**src/rtl/nvs_pkg.sv**
```systemverilog
package nvs_pkg;

  // which candidate the selector settled on
  typedef enum logic [1:0] {
    SEL_ROUND = 2'd0,
    SEL_AB    = 2'd1,
    SEL_BC    = 2'd2,
    SEL_CA    = 2'd3
  } nvs_sel_e;

  localparam int unsigned NAX = 3;  // ab, bc, ca

endpackage

```
**src/rtl/nvs_round.sv**
```systemverilog
// Rounds one line-to-line value to an integer (half away from zero) and
// reports the residue (rounded - exact) in fractional units.
module nvs_round #(
  parameter int LL_W  = 17,
  parameter int FRAC  = 8,
  parameter int INT_W = LL_W + 1 - FRAC,
  parameter int E_W   = FRAC + 2
) (
  input  logic signed [LL_W-1:0]  u_in,
  output logic signed [INT_W-1:0] c_out,
  output logic signed [E_W-1:0]   e_out
);

  localparam logic [LL_W:0] HALF = (LL_W+1)'(1) << (FRAC - 1);

  logic signed [LL_W:0] ext;
  logic        [LL_W:0] bias;
  logic signed [LL_W:0] biased;

  always_comb begin
    ext    = {u_in[LL_W-1], u_in};
    bias   = u_in[LL_W-1] ? (HALF - 1'b1) : HALF;
    biased = ext + $signed(bias);
    // integer part of the biased value is the rounded result
    c_out  = biased[LL_W:FRAC];
    // rounded*2^F - u = bias - fractional remainder
    e_out  = $signed({2'b00, bias[FRAC-1:0]}) - $signed({2'b00, biased[FRAC-1:0]});
  end

endmodule

```
**src/rtl/nvs_pick.sv**
```systemverilog
// Detects the triangle case from the sum of rounded values and chooses
// among the three neighbouring candidates.
module nvs_pick
  import nvs_pkg::*;
#(
  parameter int INT_W = 10,
  parameter int E_W   = 10,
  parameter int OUT_W = INT_W + 1
) (
  input  logic signed [INT_W-1:0] c_in [NAX],
  input  logic signed [E_W-1:0]   e_in [NAX],
  output logic signed [OUT_W-1:0] n_out [NAX]
);

  localparam int S_W = INT_W + 2;

  logic signed [S_W-1:0]   sig_sum;
  logic                    sig_nz;
  logic                    sig_neg;
  logic signed [E_W-1:0]   score [NAX];
  logic signed [OUT_W-1:0] step;
  nvs_sel_e                sel;
  logic [NAX-1:0]          pick_oh;

  always_comb begin
    sig_sum = '0;
    for (int i = 0; i < NAX; i++) begin
      sig_sum = sig_sum + S_W'(c_in[i]);
    end
    sig_nz  = |sig_sum;
    sig_neg = sig_sum[S_W-1];
    step    = sig_neg ? '1 : OUT_W'(1);
  end

  for (genvar g = 0; g < NAX; g++) begin : g_score
    assign score[g] = sig_neg ? -e_in[g] : e_in[g];
  end

  always_comb begin
    if (!sig_nz) begin
      sel = SEL_ROUND;
    end else if (score[0] >= score[1] && score[0] >= score[2]) begin
      sel = SEL_AB;
    end else if (score[1] >= score[2]) begin
      sel = SEL_BC;
    end else begin
      sel = SEL_CA;
    end
    unique case (sel)
      SEL_AB:  pick_oh = 3'b001;
      SEL_BC:  pick_oh = 3'b010;
      SEL_CA:  pick_oh = 3'b100;
      default: pick_oh = 3'b000;
    endcase
  end

  for (genvar g = 0; g < NAX; g++) begin : g_out
    assign n_out[g] = OUT_W'(c_in[g]) - (pick_oh[g] ? step : OUT_W'(0));
  end

endmodule

```
**src/rtl/nearest_vec_sel.sv**
```systemverilog
module nearest_vec_sel
  import nvs_pkg::*;
#(
  parameter int IN_W = 16,
  parameter int FRAC = 8
) (
  input  logic                             clk,
  input  logic                             rst_n,
  input  logic                             start,
  input  logic signed [IN_W-1:0]           ref_a,
  input  logic signed [IN_W-1:0]           ref_b,
  input  logic signed [IN_W-1:0]           ref_c,
  output logic                             done,
  output logic signed [IN_W-FRAC+2:0]      vec_ab,
  output logic signed [IN_W-FRAC+2:0]      vec_bc,
  output logic signed [IN_W-FRAC+2:0]      vec_ca
);

  localparam int LL_W  = IN_W + 1;
  localparam int INT_W = LL_W + 1 - FRAC;
  localparam int E_W   = FRAC + 2;
  localparam int OUT_W = INT_W + 1;

  // stage 0: line-to-line differences
  logic signed [LL_W-1:0]  ll [NAX];
  logic signed [INT_W-1:0] rnd_d [NAX];
  logic signed [E_W-1:0]   res_d [NAX];

  always_comb begin
    ll[0] = LL_W'(ref_a) - LL_W'(ref_b);
    ll[1] = LL_W'(ref_b) - LL_W'(ref_c);
    ll[2] = LL_W'(ref_c) - LL_W'(ref_a);
  end

  for (genvar g = 0; g < NAX; g++) begin : g_rnd
    nvs_round #(.LL_W(LL_W), .FRAC(FRAC), .INT_W(INT_W), .E_W(E_W)) u_rnd (
      .u_in  (ll[g]),
      .c_out (rnd_d[g]),
      .e_out (res_d[g])
    );
  end

  // stage 1 registers
  logic signed [INT_W-1:0] rnd_q [NAX];
  logic signed [E_W-1:0]   res_q [NAX];
  logic                    v1_q;
  logic signed [INT_W-1:0] rnd_n [NAX];
  logic signed [E_W-1:0]   res_n [NAX];

  always_comb begin
    for (int i = 0; i < NAX; i++) begin
      rnd_n[i] = start ? rnd_d[i] : rnd_q[i];
      res_n[i] = start ? res_d[i] : res_q[i];
    end
  end

  always_ff @(posedge clk or negedge rst_n) begin
    if (!rst_n) begin
      v1_q <= 1'b0;
      for (int i = 0; i < NAX; i++) begin
        rnd_q[i] <= '0;
        res_q[i] <= '0;
      end
    end else begin
      v1_q <= start;
      for (int i = 0; i < NAX; i++) begin
        rnd_q[i] <= rnd_n[i];
        res_q[i] <= res_n[i];
      end
    end
  end

  // stage 2: candidate choice and output registers
  logic signed [OUT_W-1:0] pick_d [NAX];
  logic signed [OUT_W-1:0] vec_q  [NAX];
  logic signed [OUT_W-1:0] vec_n  [NAX];
  logic                    done_q;

  nvs_pick #(.INT_W(INT_W), .E_W(E_W), .OUT_W(OUT_W)) u_pick (
    .c_in  (rnd_q),
    .e_in  (res_q),
    .n_out (pick_d)
  );

  always_comb begin
    for (int i = 0; i < NAX; i++) begin
      vec_n[i] = v1_q ? pick_d[i] : vec_q[i];
    end
  end

  always_ff @(posedge clk or negedge rst_n) begin
    if (!rst_n) begin
      done_q <= 1'b0;
      for (int i = 0; i < NAX; i++) begin
        vec_q[i] <= '0;
      end
    end else begin
      done_q <= v1_q;
      for (int i = 0; i < NAX; i++) begin
        vec_q[i] <= vec_n[i];
      end
    end
  end

  assign done   = done_q;
  assign vec_ab = vec_q[0];
  assign vec_bc = vec_q[1];
  assign vec_ca = vec_q[2];

endmodule

```
**config.mk**
```make
export PLATFORM = sky130hd
export DESIGN_NAME = nearest_vec_sel
export DESIGN_NICKNAME = d
export VERILOG_FILES = /design/src/rtl/nvs_pkg.sv /design/src/rtl/nvs_round.sv /design/src/rtl/nvs_pick.sv /design/src/rtl/nearest_vec_sel.sv
export SDC_FILE = /design/constraint.sdc
export NUM_CORES = 1
export LEC_CHECK = 0
export BUFFER_PORTS_ARGS = -buffer_cell sky130_fd_sc_hd__buf_4
export CAP_MARGIN = 20
export CELL_PAD_IN_SITES_DETAIL_PLACEMENT = 0
export CELL_PAD_IN_SITES_GLOBAL_PLACEMENT = 1
export CORE_MARGIN = 5
export CORE_UTILIZATION = 52
export CTS_BUF_LIST = sky130_fd_sc_hd__clkbuf_4 sky130_fd_sc_hd__clkbuf_8
export DETAILED_ROUTE_END_ITERATION = 8
export GPL_ROUTABILITY_DRIVEN = 1
export PLACE_DENSITY = 0.92
export SETUP_SLACK_MARGIN = 0.3
export SLEW_MARGIN = 20
export SYNTH_ARGS = -nofsm -noshare
export SYNTH_HDL_FRONTEND = slang
export SYNTH_SLANG_ARGS = --single-unit
```
**constraint.sdc**
```tcl
create_clock -name clk -period 9.9 [get_ports clk]
set_input_delay 0.99 -clock clk [delete_from_list [all_inputs] [get_ports clk]]
set_output_delay 0.99 -clock clk [all_outputs]
set_load 0.1 [all_outputs]
```
Yosys cells after proc, flatten, opt, wreduce, memory -nomap -nowiden
Index checks and enable logic that the tools add are counted.
{ "word_totals": {"ff_bits": 95, "latch_bits": 0, "ramBits": 0, "romBits": 0, "in_bits": 51, "elab_cells": 50, "mem_count": 0} }
{ "classes": {"n_addsub": 17, "n_mul": 0, "div_mod_pow": 0, "n_lt_le_gt_ge": 3, "eq_ne": 3, "shift": 0, "mux": 14, "bitwise_logic": 0, "reduce_logical": 2} }
{ "ops": {"columns": ["cell", "count"], "rows": [
  ["17-bit by 9-bit adder with 18-bit output", 3],
  ["16-bit by 16-bit subtractor with 17-bit output", 3],
  ["11-bit two-way mux", 4],
  ["10-bit by 11-bit subtractor with 11-bit output", 3],
  ["10-bit greater-or-equal comparator", 3],
  ["10-bit two-way mux", 3],
  ["10-bit negator", 3],
  ["8-bit by 8-bit subtractor with 9-bit output", 3],
  ["8-bit two-way mux", 3],
  ["11-bit by 10-bit adder with 12-bit output", 1],
  ["12-bit OR reduction", 1],
  ["10-bit by 10-bit adder with 11-bit output", 1],
  ["3-bit one-hot mux with 3 select lines", 1],
  ["2-bit == test (second input constant)", 2],
  ["2-bit two-way mux", 2],
  ["2-bit by 1-bit == test with 1-bit output (second input constant)", 1],
  ["1-bit logical AND", 1],
  ["1-bit two-way mux", 1]
]} }

Longest topological paths before layout
{ "depth": {"depth_word": 11, "depth_mapped": 30, "ltp_nobuf": 29} }

By module
From an unflattened synthesis, not the netlist that was laid out.
{ "unflattened": {"hier_cells": 1381, "area_unflattened_um2": 12075.3} }
{ "by_module_without_submodules": {"columns": ["mod", "instances", "cells_each", "area_per_inst_um2", "seq_area_each_um2"], "rows": [
  ["nearest_vec_sel", 1, 547, 5865.6, 2377.3],
  ["nvs_pick", 1, 518, 3754.9, 0.0],
  ["nvs_round (g_rnd[0].u_rnd ...)", 2, 106, 805.8, 0.0],
  ["nvs_round (g_rnd[2].u_rnd)", 1, 104, 843.3, 0.0]
]} }

Worst setup path before layout
No wires, ideal clock.
{ "synth_timing": {"path_type": "register to register", "start": "register rnd_q[1] (netlist name)", "end": "register vec_q, in the netlist vec_bc[8]", "setup_time_ns": 0.120, "arrival_ns": 6.520, "required_time_ns": 9.780, "setup_slack_ns": 3.259, "path_stages_with_launch": 28, "period_less_slack_ns": 6.641, "cell_sequence": "dfrtp_1 -> fa_1 -> ha_1 -> fa_1 -> a21oi_2 -> o221ai_1 -> o211ai_4 -> buf_2 -> clkbuf_1 -> o31ai_1 -> xnor2_1 -> ha_1 -> a21o_1 -> a21o_1 -> a21oi_1 -> o31ai_1 -> o32ai_1 -> nor3_4 -> or3_1 -> fa_1 -> a21o_1 -> a21oi_1 -> o21ai_0 -> a21oi_1 -> nand2b_1 -> a21boi_0 -> or3_1 -> a31o_2"} }
{ "synth_between": {"elab_chain_cells": 10, "word_cells_on_any_way": 19, "cone_classes": "add/sub: 2; order compare: 3; eq/ne: 3; mux: 9; reduce/logical: 2"} }
{ "synth_lines": {"columns": ["element", "line_no", "rtl"], "rows": [
  ["start: declaration", "nearest_vec_sel.sv:44", "logic signed [INT_W-1:0] rnd_q [NAX];"],
  ["start signal: indexed assignment", "nearest_vec_sel.sv:67", "rnd_q[i] <= rnd_n[i];"],
  ["11-bit by 10-bit adder with 12-bit output *", "nvs_pick.sv:28", "sig_sum = sig_sum + S_W'(c_in[i]);"],
  ["10-bit two-way mux", "nvs_pick.sv:36", "assign score[g] = sig_neg ? -e_in[g] : e_in[g];"],
  ["10-bit greater-or-equal comparator, on equally long branches", "nvs_pick.sv:44, nvs_pick.sv:42", null],
  ["1-bit two-way mux / 1-bit logical AND (equally long branches)", "nvs_pick.sv:44, nvs_pick.sv:42", null],
  ["2-bit two-way mux", "nvs_pick.sv:42", "end else if (score[0] >= score[1] && score[0] >= score[2]) begin"],
  ["2-bit two-way mux", "nvs_pick.sv:40", "if (!sig_nz) begin"],
  ["2-bit == test / 2-bit by 1-bit == test with 1-bit output (equally long branches)", "nvs_pick.sv:49", "unique case (sel)"],
  ["3-bit one-hot mux with 3 select lines", "nvs_pick.sv:49", null],
  ["11-bit two-way mux *", "nvs_pick.sv:58", "assign n_out[g] = OUT_W'(c_in[g]) - (pick_oh[g] ? step : OUT_W'(0));"],
  ["10-bit by 11-bit subtractor with 11-bit output *", "nvs_pick.sv:58", null],
  ["end signal: indexed assignment", "nearest_vec_sel.sv:100", "vec_q[i] <= vec_n[i];"],
  ["end: declaration", "nearest_vec_sel.sv:75", "logic signed [OUT_W-1:0] vec_q [NAX];"]
]} }
Every way passes the cells marked *; elsewhere a longest branch is shown, timed or not.
A chain may end at the register's enable or synchronous reset.

Final worst setup path
{ "layout_timing": {"start": "register rnd_q[1] (netlist name)", "end": "register vec_q, in the netlist vec_bc[9]"} }
Same word-level chain as after synthesis.

==> flow_summary_export.csv <==
group,metric,value,unit
layout,final_standard_cell_count_with_taps_included_and_fillers_excluded,1745,
run_status,outcome,"finished clean",
global_route,grt.met2_usage,0.3971,
critical_path,worstPathRequired,10220,ps
sta,achievable_freq,135.4,MHz
floorplan,floorplan.io_pins,85,
drt,detail_route.wirelength,31.07,mm
min_path,min_path_type,"in -> async",
global_route,grtUsageTotal,0.2379,
sta,skew,8.797,ps
global_route,overflow,0,
sta,final.period_utilization,0.7462,
cts,clock-root-buffer,"clkbuf_8",
drt,dr_pass1_iterations,6,
cts,cts-root-to-sink-buffers,2,
global_route,busiest_grt_layer,"met2",
yosys,synthesized_area_fraction_occupied_by_ao_oa_aoi_and_oai_cells,0.2410,
floorplan,chipHeight,159.9,µm
placement,gp_routability_congestion,0.8986,
floorplan,core.rowCount,54,
sta,post-route-min-period,7388,ps
cts,holdBufCountCts,0,
cts,insertion_delay_of_the_later_clocked_pin_in_the_worst_skew_pair,380,ps
placement,place_hpwl,25.61,mm
yosys,synth-adder-area-share,0.2085,
global_route,grt_pass1_vias,9768,
cts,cts.reportedPaths.clkPinSlew,100,ps
global_route,global_route.usage.met1,0.3367,
critical_path,crit_path_max_fanout,23,
layout,area_delta_synth_final,9.389,%
drt,route.detailed.drc,0,
layout,final_nets,1693,
yosys,synthMuxAreaShare,0.03511,
drt,drtAntennaViolNets,0,
floorplan,die_width,159.9,µm
yosys,synth_enable_flop_cells,0,
yosys,dominant_combinational_cell_family_by_area_after_synthesis,"compound AO/OA/AOI/OAI gates",
yosys,ys_dominant_reg_cell,"dfrtp_1",
placement,dp_cells,1730,
yosys,count_of_warnings_emitted_by_yosys,0,
yosys,post_syn_area_per_cell,8.402,µm²
sta,setup_viol,0,
job,number_of_maximum_capacitance_violations,0,
floorplan,placeableCoreArea,0.02196,mm²
yosys,synth_seq_cells,92,
layout,drive_above_1_share,0.1235,
placement,port_buffers,84,
global_route,antenna_found_initial,0,
cts,tritoncts_num_sinks,92,
floorplan,initial_utilization,0.5323,
yosys,mappedNetlistNets,1623,
critical_path,crit_type,"reg -> reg",
yosys,netlist_area,0.01169,mm²
placement,place_worst_setup_slack,2538,ps
cts,ctsHtreeMaxLevel,3,
drt,vias,10277,
yosys,synth_cell_type_count,94,
yosys,postSynth.asyncResetShare,1.000,
yosys,postSynthCellCount,1391,
drt,detailedRoute.firstIterationViolations,592,
sta,maxSlewViolCount,0,
layout,layout_common_cells,"ha_1 (158), inv_1 (132), nor2_1 (120), dfrtp_1 (92), a21oi_1 (91)",
layout,layout_commonest_cell,"ha_1",
critical_path,worstSetupEndpointType,"flip-flop",
cts,cts_setup_buffers,0,
critical_path,critPathLaunchType,"flip-flop",
global_route,pin_count_of_the_biggest_net_entering_global_routing,74,
drt,routed_wire_length_per_instance,17.81,µm
sta,finalHoldViolCount,0,
global_route,grt_pass1_wl,50.58,mm
yosys,synth_xor_area_frac,0.08768,
critical_path,cp.arrival,7710,ps
yosys,synth.yosys.seq_area_share,0.1970,
sta,tightestPinTransition,1056,ps
cts,tritoncts.num_buffers,9,
global_route,gr-usage-met3,0.02191,
floorplan,die-area,0.02557,mm²
sta,slew_headroom,0.2951,
cts,cts_tree,"done",
layout,utilization,0.5822,
yosys,yosys.area_share.simple,0.1778,
drt,detail_route.vias_per_cell,5.889,
sta,setup_ws,2512,ps
sta,fin_tns_setup,0,ps
cts,cts_resized,0,
sta,rsz0062_at_grt,"no",
layout,n_antenna_cell,0,
## per-stage QoR
stage	hold slack, ps	cell area [µm²]
after floorplan	409.8	11690
after global placement	469.1	12580
after detailed placement	477.5	12580
after CTS	467.0	12780
after global routing	476.3	12780
final	474.4	12780
## path summary, 6_finish.rpt
kind                       startpoint         to  slack, ps  cells past startpoint
min in group clk            vec_bc[9]  vec_bc[9]        500                      2
hold reg to reg             vec_bc[9]  vec_bc[9]        500                      2
hold / removal                  rst_n  res_q[17]        470                      1
setup / recovery             rnd_q[1]  vec_bc[9]       2510                     27
max in group asynchronous       rst_n  vec_bc[0]       8200                      2
setup reg to reg             rnd_q[1]  vec_bc[9]       2510                     27
## cells by family (layout without fill, tap and decap cells)
logic type	count (synthesis)	count (layout)
simple gates	405	405
compound gates	397	397
fa+ha+maj	181	181
buf+inv	162	236
xor+xnor	117	117
flops	92	92
mux	37	37
## cell usage after synthesis, drive strengths merged (15+ instances only)
| library cell | count | area share |
|---|---|---|
| o31ai | 27 | 0.017 |
| nand2 | 82 | 0.026 |
| dfrtp | 92 | 0.20 |
| mux2 | 29 | 0.028 |
| nand3 | 20 | 0.0090 |
| inv | 134 | 0.043 |
| a21o | 47 | 0.030 |
| a21oi | 95 | 0.042 |
| nor4 | 15 | 0.011 |
| o21a | 21 | 0.013 |
| or3 | 24 | 0.015 |
| fa | 23 | 0.039 |
| a21boi | 18 | 0.012 |
| nand2b | 20 | 0.011 |
| xnor2 | 74 | 0.055 |
| nand4 | 16 | 0.0086 |
| clkbuf | 17 | 0.0056 |
| o21ai | 65 | 0.028 |
| nor2b | 18 | 0.0098 |
| a211oi | 21 | 0.015 |
| ha | 158 | 0.17 |
| xor2 | 43 | 0.032 |
| nor2 | 120 | 0.039 |
| nor3 | 45 | 0.020 |
## flip-flops by register name, indices dropped and copies added (netlist names)
name and flops:
done 1, v1_q 1, rnd_q 30, vec_ca 11, vec_ab 11, res_q 27, vec_bc 11
## per-layer routing
layer  share of wire  wire (µm)  vias to the layer above
met5               0          0                        -
met1            0.48      14770                     4845
met4           0.015        469                        0
li1                -          -                     5175
met2            0.47      14530                      229
met3           0.042       1310                       28
## final cells by class
cell class	count	area, µm²
clock buffer	10	137.6
inverter	134	503.0
tap	280	350.3
sequential	92	2302
multi-input combinational	1137	8772
timing repair buffer	87	653.1
fill	2029	9174
clock inverter	5	66.31
## worst max-delay path: stages, from the launching register on
cell and delay [ps]:
dfrtp_1 450, fa_1 500, ha_1 240, fa_1 430, a21oi_2 230, o221ai_1 220
o211ai_4 700, o31ai_1 200, xnor2_1 280, inv_1 70, ha_1 310, a21o_1 160
a21o_1 160, a21oi_1 140, o31ai_1 100, o32ai_1 430, nor3_4 90, or3_1 520
ha_1 350, nor2b_1 120, o21ai_0 240, a21boi_0 170, o21ai_0 220, a21boi_0 140
o21ai_0 210, a21boi_0 170, or3_1 370, nand4_1 90
Power is not shown: default switching activity piles up to over one toggle a cycle in this logic, so the estimate is an artifact.
